<file path="config.mk">
export PLATFORM = sky130hd
export DESIGN_NAME = color_matrix_conv
export DESIGN_NICKNAME = d
export VERILOG_FILES = /design/src/rtl/cmc_pkg.sv /design/src/rtl/cmc_in_stage.sv /design/src/rtl/cmc_mac_lane.sv /design/src/rtl/cmc_sat_lane.sv /design/src/rtl/color_matrix_conv.sv
export SDC_FILE = /design/constraint.sdc
export NUM_CORES = 1
export LEC_CHECK = 0
export BUFFER_PORTS_ARGS = -buffer_cell sky130_fd_sc_hd__buf_2
export CORE_MARGIN = 2
export CORE_UTILIZATION = 60
export CTS_CLUSTER_DIAMETER = 200
export DETAILED_ROUTE_END_ITERATION = 12
export GPL_TIMING_DRIVEN = 1
export HOLD_SLACK_MARGIN = 0.08
export MAX_ROUTING_LAYER = met4
export PLACE_DENSITY = 0.8
export SLEW_MARGIN = 20
export SYNTH_ARGS = -nofsm -noshare
export SYNTH_HDL_FRONTEND = slang
export SYNTH_HIERARCHICAL = 1
export SYNTH_SLANG_ARGS = --single-unit
</file>
<file path="constraint.sdc">
create_clock -name clk -period 12.5 [get_ports clk]
set_clock_uncertainty 0.15 [all_clocks]
set_input_delay 1.25 -clock clk [delete_from_list [all_inputs] [get_ports clk]]
set_output_delay 1.25 -clock clk [all_outputs]
set_load 0.02 [all_outputs]
</file>
<file path="src/rtl/cmc_pkg.sv">
package cmc_pkg;

    // Pipeline depth from input sample to output register.
    localparam int unsigned CMC_LATENCY = 6;

    // Round (value_milli / 1000) * 2^shift to nearest, halves away from zero.
    function automatic longint fix_round(input longint value_milli, input int shift);
        longint scaled;
        scaled = value_milli * (longint'(1) <<< shift);
        if (scaled >= 0)
            return (scaled + 500) / 1000;
        else
            return -((-scaled + 500) / 1000);
    endfunction

    // Upper saturation bound: user limit intersected with the output type range.
    function automatic int chan_hi(input int width, input bit is_signed, input int limit);
        int type_max;
        type_max = is_signed ? ((1 << (width - 1)) - 1) : ((1 << width) - 1);
        return (limit < type_max) ? limit : type_max;
    endfunction

    // Lower saturation bound: user limit intersected with the output type range.
    function automatic int chan_lo(input int width, input bit is_signed, input int limit);
        int type_min;
        type_min = is_signed ? -(1 << (width - 1)) : 0;
        return (limit > type_min) ? limit : type_min;
    endfunction

endpackage

</file>
<file path="src/rtl/cmc_in_stage.sv">
module cmc_in_stage #(
    parameter int       DIN_W     = 8,
    parameter bit [2:0] IN_SIGNED = 3'b000,
    localparam int      XW        = DIN_W + 1
) (
    input  logic                clk,
    input  logic                rst_n,
    input  logic [DIN_W-1:0]    in_c0,
    input  logic [DIN_W-1:0]    in_c1,
    input  logic [DIN_W-1:0]    in_c2,
    output logic [2:0][XW-1:0]  x_o
);

    typedef struct packed {
        logic [2:0][XW-1:0] x;
    } in_state_t;

    in_state_t state_d, state_q;
    logic [2:0][DIN_W-1:0] raw;
    logic [2:0][XW-1:0]    ext;

    assign raw = {in_c2, in_c1, in_c0};

    // Per-channel extension into a common signed width.
    for (genvar ch = 0; ch < 3; ch++) begin : g_ext
        if (IN_SIGNED[ch]) begin : g_sx
            assign ext[ch] = {raw[ch][DIN_W-1], raw[ch]};
        end else begin : g_zx
            assign ext[ch] = {1'b0, raw[ch]};
        end
    end

    always_comb begin
        state_d   = state_q;
        state_d.x = ext;
    end

    always_ff @(posedge clk or negedge rst_n) begin
        if (!rst_n) state_q <= '0;
        else        state_q <= state_d;
    end

    assign x_o = state_q.x;

endmodule

</file>
<file path="src/rtl/cmc_mac_lane.sv">
module cmc_mac_lane #(
    parameter int     XW     = 9,
    parameter int     COEF_W = 11,
    parameter int     ACC_W  = 23,
    parameter longint K0     = 0,
    parameter longint K1     = 0,
    parameter longint K2     = 0,
    parameter longint OFF    = 0,
    localparam int    PROD_W = XW + COEF_W
) (
    input  logic                    clk,
    input  logic                    rst_n,
    input  logic [2:0][XW-1:0]      x_i,
    output logic signed [ACC_W-1:0] acc_o
);

    localparam logic signed [COEF_W-1:0] C0    = COEF_W'(K0);
    localparam logic signed [COEF_W-1:0] C1    = COEF_W'(K1);
    localparam logic signed [COEF_W-1:0] C2    = COEF_W'(K2);
    localparam logic signed [ACC_W-1:0]  OFF_A = ACC_W'(OFF);

    typedef struct packed {
        logic [PROD_W-1:0] p0;
        logic [PROD_W-1:0] p1;
        logic [PROD_W-1:0] p2;
        logic [ACC_W-1:0]  sa;
        logic [ACC_W-1:0]  sb;
        logic [ACC_W-1:0]  acc;
    } mac_state_t;

    mac_state_t state_d, state_q;

    always_comb begin
        state_d = state_q;
        // stage 2: three products
        state_d.p0 = PROD_W'($signed(x_i[0])) * PROD_W'(C0);
        state_d.p1 = PROD_W'($signed(x_i[1])) * PROD_W'(C1);
        state_d.p2 = PROD_W'($signed(x_i[2])) * PROD_W'(C2);
        // stage 3: pairwise sums, offset and rounding bias folded into one term
        state_d.sa = ACC_W'($signed(state_q.p0)) + ACC_W'($signed(state_q.p1));
        state_d.sb = ACC_W'($signed(state_q.p2)) + OFF_A;
        // stage 4: full accumulation
        state_d.acc = state_q.sa + state_q.sb;
    end

    always_ff @(posedge clk or negedge rst_n) begin
        if (!rst_n) state_q <= '0;
        else        state_q <= state_d;
    end

    assign acc_o = $signed(state_q.acc);

endmodule

</file>
<file path="src/rtl/cmc_sat_lane.sv">
module cmc_sat_lane #(
    parameter int ACC_W  = 23,
    parameter int SHIFT  = 8,
    parameter int DOUT_W = 8,
    parameter int HI     = 255,
    parameter int LO     = 0
) (
    input  logic                    clk,
    input  logic                    rst_n,
    input  logic signed [ACC_W-1:0] acc_i,
    output logic [DOUT_W-1:0]       dout_o
);

    localparam logic signed [ACC_W-1:0] HI_A = ACC_W'(HI);
    localparam logic signed [ACC_W-1:0] LO_A = ACC_W'(LO);
    localparam logic [DOUT_W-1:0]       HI_D = DOUT_W'(HI);
    localparam logic [DOUT_W-1:0]       LO_D = DOUT_W'(LO);

    typedef struct packed {
        logic              over;
        logic              under;
        logic [DOUT_W-1:0] val;
        logic [DOUT_W-1:0] dout;
    } sat_state_t;

    sat_state_t state_d, state_q;
    logic signed [ACC_W-1:0] shifted;

    always_comb begin
        state_d = state_q;
        shifted = acc_i >>> SHIFT;
        // stage 5: drop fraction, compare against the window
        state_d.over  = (shifted > HI_A);
        state_d.under = (shifted < LO_A);
        state_d.val   = shifted[DOUT_W-1:0];
        // stage 6: select and register the output word
        if (state_q.over)       state_d.dout = HI_D;
        else if (state_q.under) state_d.dout = LO_D;
        else                    state_d.dout = state_q.val;
    end

    always_ff @(posedge clk or negedge rst_n) begin
        if (!rst_n) state_q <= '0;
        else        state_q <= state_d;
    end

    assign dout_o = state_q.dout;

endmodule

</file>
<file path="src/rtl/color_matrix_conv.sv">
module color_matrix_conv #(
    parameter int       DIN_W           = 8,
    parameter int       DOUT_W          = 8,
    parameter int       COEF_W          = 11,
    parameter bit [2:0] IN_SIGNED       = 3'b000,
    parameter bit [2:0] OUT_SIGNED      = 3'b000,
    parameter int       COEF_MILLI [9]  = '{299, 587, 114, -172, -339, 511, 511, -428, -83},
    parameter int       OFFSET_MILLI [3] = '{0, 128000, 128000},
    parameter int       OUT_MAX [3]     = '{255, 255, 255},
    parameter int       OUT_MIN [3]     = '{0, 0, 0}
) (
    input  logic              clk,
    input  logic              rst_n,
    input  logic              in_vld,
    input  logic [DIN_W-1:0]  in_c0,
    input  logic [DIN_W-1:0]  in_c1,
    input  logic [DIN_W-1:0]  in_c2,
    output logic              out_vld,
    output logic [DOUT_W-1:0] out_c0,
    output logic [DOUT_W-1:0] out_c1,
    output logic [DOUT_W-1:0] out_c2
);

    localparam int FRAC_W    = COEF_W - 3;
    localparam int XW        = DIN_W + 1;
    localparam int PROD_W    = XW + COEF_W;
    localparam int ACC_W     = PROD_W + 3;
    localparam int SHIFT     = FRAC_W + DIN_W - DOUT_W;
    localparam int OFF_SHIFT = FRAC_W + DIN_W - 8;
    localparam int LAT       = cmc_pkg::CMC_LATENCY;
    localparam longint RND   = longint'(1) <<< (SHIFT - 1);

    typedef struct packed {
        logic [LAT-1:0] vld;
    } ctl_state_t;

    ctl_state_t ctl_d, ctl_q;

    logic [2:0][XW-1:0]    xs;
    logic signed [ACC_W-1:0] acc [3];
    logic [DOUT_W-1:0]     res [3];

    cmc_in_stage #(
        .DIN_W     (DIN_W),
        .IN_SIGNED (IN_SIGNED)
    ) in_stage_i (
        .clk   (clk),
        .rst_n (rst_n),
        .in_c0 (in_c0),
        .in_c1 (in_c1),
        .in_c2 (in_c2),
        .x_o   (xs)
    );

    for (genvar k = 0; k < 3; k++) begin : g_lane
        cmc_mac_lane #(
            .XW     (XW),
            .COEF_W (COEF_W),
            .ACC_W  (ACC_W),
            .K0     (cmc_pkg::fix_round(longint'(COEF_MILLI[3*k+0]), FRAC_W)),
            .K1     (cmc_pkg::fix_round(longint'(COEF_MILLI[3*k+1]), FRAC_W)),
            .K2     (cmc_pkg::fix_round(longint'(COEF_MILLI[3*k+2]), FRAC_W)),
            .OFF    (cmc_pkg::fix_round(longint'(OFFSET_MILLI[k]), OFF_SHIFT) + RND)
        ) mac_i (
            .clk   (clk),
            .rst_n (rst_n),
            .x_i   (xs),
            .acc_o (acc[k])
        );

        cmc_sat_lane #(
            .ACC_W  (ACC_W),
            .SHIFT  (SHIFT),
            .DOUT_W (DOUT_W),
            .HI     (cmc_pkg::chan_hi(DOUT_W, OUT_SIGNED[k], OUT_MAX[k])),
            .LO     (cmc_pkg::chan_lo(DOUT_W, OUT_SIGNED[k], OUT_MIN[k]))
        ) sat_i (
            .clk    (clk),
            .rst_n  (rst_n),
            .acc_i  (acc[k]),
            .dout_o (res[k])
        );
    end

    always_comb begin
        ctl_d     = ctl_q;
        ctl_d.vld = {ctl_q.vld[LAT-2:0], in_vld};
    end

    always_ff @(posedge clk or negedge rst_n) begin
        if (!rst_n) ctl_q <= '0;
        else        ctl_q <= ctl_d;
    end

    assign out_vld = ctl_q.vld[LAT-1];
    assign out_c0  = res[0];
    assign out_c1  = res[1];
    assign out_c2  = res[2];

endmodule

</file>
==> Word-level counts from Yosys, hierarchy flattened <==
Cells that the tools add are included.
Widths: inputs -> output; s select.
{ "op_classes": {"addsub": 9, "mul": 9, "magnitude_cmp": 6, "muxes": 6} }
{ "op_table": {"columns": ["cell", "n"], "rows": [
  ["$add 23x23->23", 3],
  ["$mux 8", 6],
  ["$gt 15x9->1 const B", 3],
  ["$lt 15x1->1 const B", 3],
  ["$mul 8x8->16 const B", 2],
  ["$mul 8x7->15 const B", 2],
  ["$add 15x17->18 const B", 1],
  ["$add 16x17->18", 1],
  ["$add 17x17->18", 1],
  ["$add 15x16->17", 1],
  ["$add 16x16->17 const B", 1],
  ["$mul 9x8->17 const B", 1],
  ["$mul 9x7->16 const B", 1],
  ["$mul 9x6->15 const B", 1],
  ["$add 13x8->14 const B", 1],
  ["$mul 9x5->14 const B", 1],
  ["$mul 8x5->13 const B", 1]
]} }
{ "totals": {"regBits": 428, "output_inout_bits": 25} }

==> Logic depth before layout (Yosys ltp) <==
{ "logic_depth": {"word_depth": 2, "ltp_mapped": 15, "depth_no_buf": 15} }

==> By module <==
Netlist, hierarchy kept.
{ "modules_own_cells": {"columns": ["module", "n_inst", "cells_per_inst", "area_per_inst_um2", "seq_area_each_um2"], "rows": [
  ["cmc_mac_lane (g_lane[0].mac_i)", 1, 829, 8300.5, 2602.5],
  ["cmc_mac_lane (g_lane[1].mac_i)", 1, 712, 7739.9, 2652.5],
  ["cmc_mac_lane (g_lane[2].mac_i)", 1, 731, 7713.6, 2602.5],
  ["cmc_sat_lane", 3, 39, 594.3, 450.4],
  ["cmc_in_stage", 1, 28, 626.9, 600.6],
  ["color_matrix_conv", 1, 6, 150.1, 150.1]
]} }

==> Least setup slack after synthesis <==
Ideal clock, no wire load.
{ "synth_timing": {"kind": "reg-to-reg", "start": "register in_stage_i.state_q, in the netlist in_stage_i/x_o[20]", "end": "register g_lane[2].mac_i/state_q[83] (netlist name)", "setup_ns": 0.099, "t_arrival_ns": 3.861, "path_slack_ns": 8.390, "path_stages_with_launch": 14, "n_path_buf": 0, "cell_sequence": "dfrtp_1 -> inv_1 -> ha_1 -> inv_1 -> ha_1 -> fa_1 -> fa_1 -> fa_1 -> a21o_1 -> a21oi_2 -> o21ai_1 -> or4_1 -> and3_1 -> a311oi_1"} }
{ "synth_rtl": {"columns": ["item", "line", "text"], "rows": [
  ["start, declared", "cmc_in_stage.sv:18", "in_state_t state_d, state_q;"],
  ["start signal, assigned", "cmc_in_stage.sv:40", "else state_q <= state_d;"]
]} }

==> out/qor.yml <==
cpMaxStageDelayCell: "dfrtp_1"
crit_required_ns: 12.81
fin_cells: 2894
r2r.worst_path.cells: 13
drc_errors: 0
slew_headroom_pct: 37.3
hold_path_class: "flop to flop"
syn_to_final_growth_pct: 6.67
path_cells: "inv_1 -> ha_1 -> inv_1 -> ha_1 -> fa_1 -> fa_1 -> fa_1 -> a21o_1 -> a21oi_2 -> o21ai_1 -> or4_1 -> and3_1 -> a311oi_1"
r2r-end: "g_lane[2].mac_i/state_q[83]"
switching_share_pct: 40.1
tightest_slew_ns: 0.940
num_rows: 75
crit_fanout: 11
clockBufferDepth: 3
leakage_nw: 13.4
gr-total-overflow: 0
cts_buffers: 40
ys_warn_count: 6
ctsHoldBuffers: 0
root_buffer: "clkbuf_16"
cts_tree: "done"
postCtsSetupRepairBufs: 0
routed_via_density: 5.58
postRouteAntennaNets: 0
grt_max_degree: 188
die_y_um: 209
hold_start: "g_lane[2].mac_i/acc_o[14]"
max-cap-violations: 0
drive_above_1_share_pct: 6.20
post-route-period-util_pct: 35.3
antenna_found_initial: 0
holdPathStages: 0
rrSetupSlack_ns: 8.09
rsz0062_at_grt: "false"
die-width_um: 209
initial_core_util_pct: 60.4
path_common_cell: "fa_1"
combPwrFrac_pct: 50.4
grt_pass1_vias: 17100
netlist_area_um2: 25200
critPathTopFamily: "adder cells"
grt_usage_pct: 23.6
die_area_um2: 43700
crit_arrival_ns: 4.73
grt_pass1_wl_um: 81700
port_buffers: 51
n_antenna_cell: 0
gp_congestion: 0.885
crit_type: "flop to flop"
power_frac_seq_pct: 30.6
fillers: 3082
layout.nets: 2900
drtIter0Drc: 895
clk_latency_ns: 0.57
clock-sinks: 374
critPathMaxStageDelay_ns: 0.57
synthCells: 2330
fmax_ghz: 0.227
placed_cells: 2827
finalCriticalPeriod_ns: 4.41
reg2reg_from: "in_stage_i/x_o[20]"
critPathBufInv: 2
wire_per_inst_um: 16.4
vias: 16100
p_sw_mw: 2.55
p_per_area_nw_per_um2: 237
endpoint_kind: "flop"
setup_violations: 0
avgSynthCellArea_um2: 10.8
slew_viol_final: 0
clockPowerShare_pct: 19.0
peakVddDrop_v: 0.000143
wirelength_um: 47300
hpwl_um: 36000
final.setup.tns_ns: 0
core_um2: 41800
min_to: "g_lane[2].sat_i/state_q[14]"
cts_resized: 0
hold_viol: 0
outcome: "finished clean"
first_pass_iters: 5
htree_levels: 2
startpoint_type: "flop"
p_int_mw: 3.82
io_pins: 52
clk_pin_slew_ns: 0.06
final cells by class:
cell class | instances | area (µm²) | share of cell area [%]
multi-input combinational | 1576 | 14200 | 52.6
tap | 539 | 674 | 2.50
inverter | 284 | 1070 | 3.96
clock buffer | 55 | 1160 | 4.30
clock inverter | 12 | 196 | 0.730
sequential | 374 | 9360 | 34.8
timing repair buffer | 54 | 300 | 1.12
power by group through the flow:
stage | logic (mW) | registers (mW) | clock network [mW]
after global routing | 3.61 | 1.99 | 1.29
after CTS | 3.20 | 1.95 | 1.24
after floorplan | 2.68 | 1.85 | 0
after global placement | 3.07 | 1.96 | 0
after detailed placement | 3.16 | 1.97 | 0
final | 3.21 | 1.95 | 1.21
layout by cell type, fill, tap and decap left out, types with 21 or more instances in the layout:
master,count
o21ai_0,85
nor2_1,101
clkbuf_16,40
xor2_1,56
ha_1,444
inv_1,284
fa_1,99
a21oi_1,114
o21a_1,22
a21o_1,67
nand3_1,39
o211ai_1,21
xnor2_1,129
dfrtp_1,374
buf_2,50
nand2_1,94
nor3_1,23
worst reg2reg max path, delay by kind of cell (launching register included):
kind / cells / cell delay (ns)
simple gates: 2 / 0.60
fa+ha+maj: 5 / 2.15
compound gates: 4 / 0.69
buf+inv: 2 / 0.14
flops: 1 / 0.57
sequential cells by signal, indices dropped and copies added (netlist names):
signal,flops
in_stage_i/x_o,24
g_lane.sat_i/state_q,30
g_lane.mac_i/state_q,254
ctl_q,6
g_lane.sat_i/dout_o,24
g_lane.mac_i/acc_o,36
worst max path at each step:
stage	from	to	slack [ns]	depth (start not counted)
floorplan	in_stage_i/x_o[20]	g_lane[2].mac_i/state_q[83]	8.39	13
global placement	in_stage_i/x_o[20]	g_lane[2].mac_i/state_q[83]	8.20	13
detailed placement	in_stage_i/x_o[20]	g_lane[2].mac_i/state_q[83]	8.08	13
CTS	in_stage_i/x_o[20]	g_lane[2].mac_i/state_q[83]	8.06	13
global route	in_stage_i/x_o[20]	g_lane[2].mac_i/state_q[83]	7.87	13
finish	in_stage_i/x_o[20]	g_lane[2].mac_i/state_q[83]	8.09	13
metal layers:
layer	GRT usage, %	vias up	share of wire [%]
met4	6.60	0	2.1
met1	29.8	7889	45
li1	-	7921	-
met5	-	-	0
met2	40.3	259	50
met3	2.95	67	3.0
per-stage QoR:
step / hold WS [ns] / power [mW] / util (%) / cell area [µm²] / setup WS (ns)
3_3_place_gp: 0.182 / 5.03 / 61.2 / 25600 / 8.20
6_report: 0.196 / 6.37 / 64.5 / 26900 / 8.09
3_5_place_dp: 0.185 / 5.13 / 61.2 / 25600 / 8.08
2_1_floorplan: 0.181 / 4.53 / - / 25200 / 8.39
4_1_cts: 0.198 / 6.39 / 64.5 / 26900 / 8.06
5_1_grt: 0.203 / 6.89 / 64.5 / 26900 / 7.87
No activity file was read; power rests on OpenSTA's default activity.
